==> src/rtl/nmi_pkg.sv <==
package nmi_pkg;

    typedef enum logic [1:0] {
        ST_READY       = 2'd0,
        ST_HANDLER     = 2'd1,
        ST_SMM_IDLE    = 2'd2,
        ST_SMM_HANDLER = 2'd3
    } nmi_state_e;

    localparam int unsigned NMI_VEC_W = 8;
    localparam logic [NMI_VEC_W-1:0] NMI_VECTOR = 8'h02;

endpackage

==> src/rtl/nmi_pin_front.sv <==
module nmi_pin_front #(
    parameter bit          ASYNC_PIN   = 1'b0,
    parameter int unsigned SYNC_STAGES = 2
) (
    input  logic clk,
    input  logic rst_n,
    input  logic pin_raw,
    output logic pin_q
);

    generate
        if (ASYNC_PIN) begin : g_async
            logic [SYNC_STAGES-1:0] chain;
            always_ff @(posedge clk) begin
                if (!rst_n) chain <= '0;
                else        chain <= {chain[SYNC_STAGES-2:0], pin_raw};
            end
            assign pin_q = chain[SYNC_STAGES-1];
        end else begin : g_sync
            assign pin_q = pin_raw;
        end
    endgenerate

endmodule

==> src/rtl/nmi_edge_latch.sv <==
module nmi_edge_latch (
    input  logic clk,
    input  logic rst_n,
    input  logic pin_q,
    input  logic consume,
    output logic pending,
    output logic edge_seen
);

    logic pin_prev;

    assign edge_seen = pin_q & ~pin_prev;

    always_ff @(posedge clk) begin
        if (!rst_n) begin
            pin_prev <= 1'b0;
            pending  <= 1'b0;
        end else begin
            pin_prev <= pin_q;
            pending  <= edge_seen | (pending & ~consume);
        end
    end

    // an edge always leaves a request pending
    assert_edge_latched_R1: assert property (@(posedge clk) disable iff (!rst_n)
        edge_seen |=> pending);

    // an unconsumed request is never lost
    assert_pending_kept_R6: assert property (@(posedge clk) disable iff (!rst_n)
        (pending && !consume) |=> pending);

    // consumption without a new edge clears the request
    assert_consume_clears_R2: assert property (@(posedge clk) disable iff (!rst_n)
        (consume && !edge_seen) |=> !pending);

endmodule

==> src/rtl/nmi_recog_fsm.sv <==
module nmi_recog_fsm
    import nmi_pkg::*;
(
    input  logic                 clk,
    input  logic                 rst_n,
    input  logic                 pending,
    input  logic                 insn_boundary,
    input  logic                 handler_return,
    input  logic                 smm_enter,
    input  logic                 smm_exit,
    output logic                 consume,
    output logic                 take_nmi,
    output logic [NMI_VEC_W-1:0] take_vector,
    output logic                 handler_active
);

    nmi_state_e state, state_nx;

    assign consume = (state == ST_READY) && insn_boundary && pending && !smm_enter;

    always_comb begin
        state_nx = state;
        unique case (state)
            ST_READY: begin
                if (smm_enter)    state_nx = ST_SMM_IDLE;
                else if (consume) state_nx = ST_HANDLER;
            end
            ST_HANDLER: begin
                if (smm_enter)           state_nx = handler_return ? ST_SMM_IDLE : ST_SMM_HANDLER;
                else if (handler_return) state_nx = ST_READY;
            end
            ST_SMM_IDLE: begin
                if (smm_exit) state_nx = ST_READY;
            end
            ST_SMM_HANDLER: begin
                if (handler_return && smm_exit) state_nx = ST_READY;
                else if (handler_return)        state_nx = ST_SMM_IDLE;
                else if (smm_exit)              state_nx = ST_HANDLER;
            end
            default: state_nx = ST_READY;
        endcase
    end

    always_ff @(posedge clk) begin
        if (!rst_n) state <= ST_READY;
        else        state <= state_nx;
    end

    always_ff @(posedge clk) begin
        if (!rst_n) begin
            take_nmi    <= 1'b0;
            take_vector <= '0;
        end else begin
            take_nmi    <= consume;
            take_vector <= consume ? NMI_VECTOR : '0;
        end
    end

    assign handler_active = (state == ST_HANDLER) || (state == ST_SMM_HANDLER);

    // a take follows only a boundary with a request pending
    assert_take_cause_R2: assert property (@(posedge clk) disable iff (!rst_n)
        take_nmi |-> ($past(pending) && $past(insn_boundary)));

    // the take pulse is one cycle long
    assert_take_single_R2: assert property (@(posedge clk) disable iff (!rst_n)
        take_nmi |=> !take_nmi);

    // vector accompanies the take and is zero otherwise
    assert_vector_R3: assert property (@(posedge clk) disable iff (!rst_n)
        take_nmi ? (take_vector == NMI_VECTOR) : (take_vector == '0));

    // take starts a handler
    assert_take_active_R4: assert property (@(posedge clk) disable iff (!rst_n)
        take_nmi |-> handler_active);

    // handler stays active until a return
    assert_active_hold_R4: assert property (@(posedge clk) disable iff (!rst_n)
        (handler_active && !handler_return) |=> handler_active);

    // no take after a cycle spent masked
    assert_smm_mask_R7: assert property (@(posedge clk) disable iff (!rst_n)
        ((state == ST_SMM_IDLE) || (state == ST_SMM_HANDLER) || smm_enter) |=> !take_nmi);

endmodule

==> src/rtl/nmi_recognizer.sv <==
module nmi_recognizer
    import nmi_pkg::*;
#(
    parameter bit          ASYNC_PIN   = 1'b0,
    parameter int unsigned SYNC_STAGES = 2
) (
    input  logic                 clk,
    input  logic                 rst_n,
    input  logic                 nmi_line,
    input  logic                 insn_boundary,
    input  logic                 handler_return,
    input  logic                 smm_enter,
    input  logic                 smm_exit,
    output logic                 take_nmi,
    output logic [NMI_VEC_W-1:0] take_vector,
    output logic                 handler_active
);

    logic pin_q;
    logic pending;
    logic edge_seen;
    logic consume;

    nmi_pin_front #(
        .ASYNC_PIN  (ASYNC_PIN),
        .SYNC_STAGES(SYNC_STAGES)
    ) u_front (
        .clk    (clk),
        .rst_n  (rst_n),
        .pin_raw(nmi_line),
        .pin_q  (pin_q)
    );

    nmi_edge_latch u_latch (
        .clk      (clk),
        .rst_n    (rst_n),
        .pin_q    (pin_q),
        .consume  (consume),
        .pending  (pending),
        .edge_seen(edge_seen)
    );

    nmi_recog_fsm u_fsm (
        .clk           (clk),
        .rst_n         (rst_n),
        .pending       (pending),
        .insn_boundary (insn_boundary),
        .handler_return(handler_return),
        .smm_enter     (smm_enter),
        .smm_exit      (smm_exit),
        .consume       (consume),
        .take_nmi      (take_nmi),
        .take_vector   (take_vector),
        .handler_active(handler_active)
    );

    // a take with a simultaneous edge leaves a request pending
    assert_take_and_edge_R10: assert property (@(posedge clk) disable iff (!rst_n)
        (consume && edge_seen) |=> pending);

endmodule

==> config.mk <==
export PLATFORM = sky130hd
export DESIGN_NAME = nmi_recognizer
export DESIGN_NICKNAME = d
export VERILOG_FILES = /design/src/rtl/nmi_pkg.sv /design/src/rtl/nmi_pin_front.sv /design/src/rtl/nmi_edge_latch.sv /design/src/rtl/nmi_recog_fsm.sv /design/src/rtl/nmi_recognizer.sv
export SDC_FILE = /design/constraint.sdc
export NUM_CORES = 1
export LEC_CHECK = 0
export ABC_AREA = 1
export ABC_CLOCK_PERIOD_IN_PS = 2250
export BUFFER_PORTS_ARGS = -buffer_cell sky130_fd_sc_hd__buf_2
export CORE_AREA = 2 2 39 41
export DETAILED_ROUTE_END_ITERATION = 6
export DIE_AREA = 0 0 41 43
export GPL_TIMING_DRIVEN = 0
export PLACE_DENSITY = 0.58
export SYNTH_ARGS = -nofsm -noshare
export SYNTH_HDL_FRONTEND = slang
export SYNTH_SLANG_ARGS = --single-unit
==> constraint.sdc <==
create_clock -name clk -period 2.25 [get_ports clk]
set_clock_uncertainty 0.1 [all_clocks]
set_input_delay 0.3375 -clock clk [delete_from_list [all_inputs] [get_ports clk]]
set_output_delay 0.3375 -clock clk [all_outputs]
set_load 0.05 [all_outputs]
==> impl_metrics.toml <==
[critical_path]
worstSetupPathType = "reg2out"
cp_max_fo = 4
start_kind = "flip-flop"
critical_path_arrival_ps = 970
end_kind = "primary output"
path_cells = "clkbuf_1 -> buf_2"
max_stage_delay_ps = 380
crit_slowest_cell = "dfxtp_1"
timing.rr.end = "u_fsm.state[1]"
required_ps = 1810
r2r_start = "u_fsm.state[1]"
r2r_slack_ps = 1160
startpoint = "u_fsm.state[0]"
r2r_cells = 6

[drt]
vias = 293
drt_iter0_markers = 7
ant_nets = 0
drc = 0
drt-pass1-iter-count = 4
avgRoutedWirePerCell_um = 6.37
wl_um = 522
via_per_inst = 3.57

[cells_and_area]
final_layout_size_suffix_gt1_share_pct = 40.9
nets = 74
layout_commonest_cell = "nand2_1"
final_cell_mix = "10 x nand2_1, 9 x buf_2, 8 x buf_4"
fin_util_pct = 30.8
antenna_cells = 0
area_delta_synth_final_pct = 36.4
instances_no_fill = 82

[min_path]
hold_path_depth = 3
min_path_type = "in2reg"
hold_end = "u_latch.pin_prev"
hold_path.startpoint = "nmi_line"

[global_routing]
track_usage_pct = 8.14
first_global_vias = 221
antenna_found_initial = 0
grt_pass1_wl_um = 855
grt_max_degree = 5
grt_overflow_total = 0

[clock_tree]
clock_latency_ps = 250
hold_buffers = 0
cts-root-buf = "clkbuf_4"
path_clk_slew_ps = 50
cts_tree = "yes"
cts_resized = 0
cts_max_level = 1
cts_setup_buffers = 0
numCtsBuffers = 3
cts_buffer_depth = 2
cts_sinks = 5

[placement]
dp_hpwl_um = 418
dp.cells = 78
io_buffers = 9
place_congestion = 0.708

[timing]
rsz0062_at_grt = "no"
maxSlewViolCount = 0
setup_viol = 0
min_period_over_period_pct = 62.7
hold_viol = 0
fin_tns_setup_ps = 0
fmax_mhz = 708
whs_ps = 206
post-route-min-period_ps = 1410

[power]
p_leak_nw = 0.247
p_total_mw = 0.313
power.density_nw_per_um2 = 734
peakVddDrop_mv = 0.330

[logic_synthesis]
ys.warnings.count = 0
synth_seq_area_share_pct = 32.0
synth_cell_types = 15
synth_top_area_share_pct = 32.0
avgSynthCellArea_um2 = 6.66
synthCells = 47
ys_ff_latch = 5
ys_top_cells_by_area = "dfxtp_1 32%, buf_4 19%, nand2_1 12%"
syn_area_um2 = 313
yosysTopAreaCell = "dfxtp_1"

[floorplanning]
die_w_um = 41
rows = 14
pin_count = 17
die_area_um2 = 1760
dieHeight_um = 43
start_util_pct = 22.6
core_region_area_um2 = 1380

[run]
drv_cap = 0

[status]
status = "finished, final reports clean"
==> layout make-up <==
| type | count | area, µm² |
|---|---|---|
| Buffer | 9 | 63.8 |
| Fill cell | 154 | 957 |
| Inverter | 6 | 22.5 |
| Timing Repair Buffer | 9 | 45.0 |
| Clock buffer | 4 | 26.3 |
| Sequential cell | 5 | 100 |
| Multi-Input combinational cell | 33 | 149 |
| Tap cell | 16 | 20.0 |
==> layer usage <==
metal / wire (µm) / track usage [%] / vias up / part of all wire (%)
li1: - / - / 165 / -
met1: 225 / 9.35 / 109 / 43
met2: 199 / 8.75 / 15 / 38
met3: 75 / 6.28 / 4 / 14
met4: 21 / 8.00 / 0 / 4.0
met5: 0 / 0 / - / 0
==> through the flow <==
stage	setup WS [ps]	area (µm²)
5_1_grt	809	427
3_5_place_dp	1060	400
3_3_place_gp	1060	400
4_1_cts	820	427
2_1_floorplan	918	335
6_report	838	427
==> critical path, delay by kind of cell, from the launching register on <==
| kind | cells | cell delay, ps |
|---|---|---|
| DFF | 1 | 380 |
| buffers and inverters | 2 | 350 |
==> worst max path at each step <==
stage	cells after the start	slack, ps	endpoint
global placement	7	1060	u_fsm.state[1]
detailed placement	7	1060	u_fsm.state[1]
global route	2	810	handler_active
floorplan	1	920	take_vector[1]
CTS	2	820	handler_active
finish	2	840	handler_active
==> logic make-up (layout without fill, tap and decap cells) <==
logic type / after synthesis / in the layout / synth area share (%)
AND/OR/NAND/NOR: 22 / 22 / 32.8
flip-flops: 5 / 5 / 32.0
other: 1 / 7 / 1.20
buffers and inverters: 15 / 28 / 27.6
AO/OA/AOI/OAI: 4 / 4 / 6.40
==> power by group <==
group | internal (mW) | switching [mW] | total [mW]
Sequential | 0.0981 | 0.00778 | 0.106
Clock | 0.0672 | 0.0392 | 0.106
Combinational | 0.0323 | 0.0686 | 0.101
Total | 0.198 | 0.116 | 0.313
==> state kept, by name, indices dropped and copies added (netlist names) <==
signal,count
u_latch.pin_prev,1
u_fsm.take_vector,1
u_fsm.state,2
u_latch.pending,1
==> Yosys cell counts <==
cell type	number
o21ai_1	2
dfxtp_1	5
nand4_1	1
nand2_1	10
nor2_2	2
a21oi_1	2
conb_1	1
nand2_2	2
inv_1	4
buf_4	8
inv_2	2
nand3_1	1
nor2_1	5
nand3_2	1
clkbuf_1	1
No activity file was read; power rests on OpenSTA's default activity.
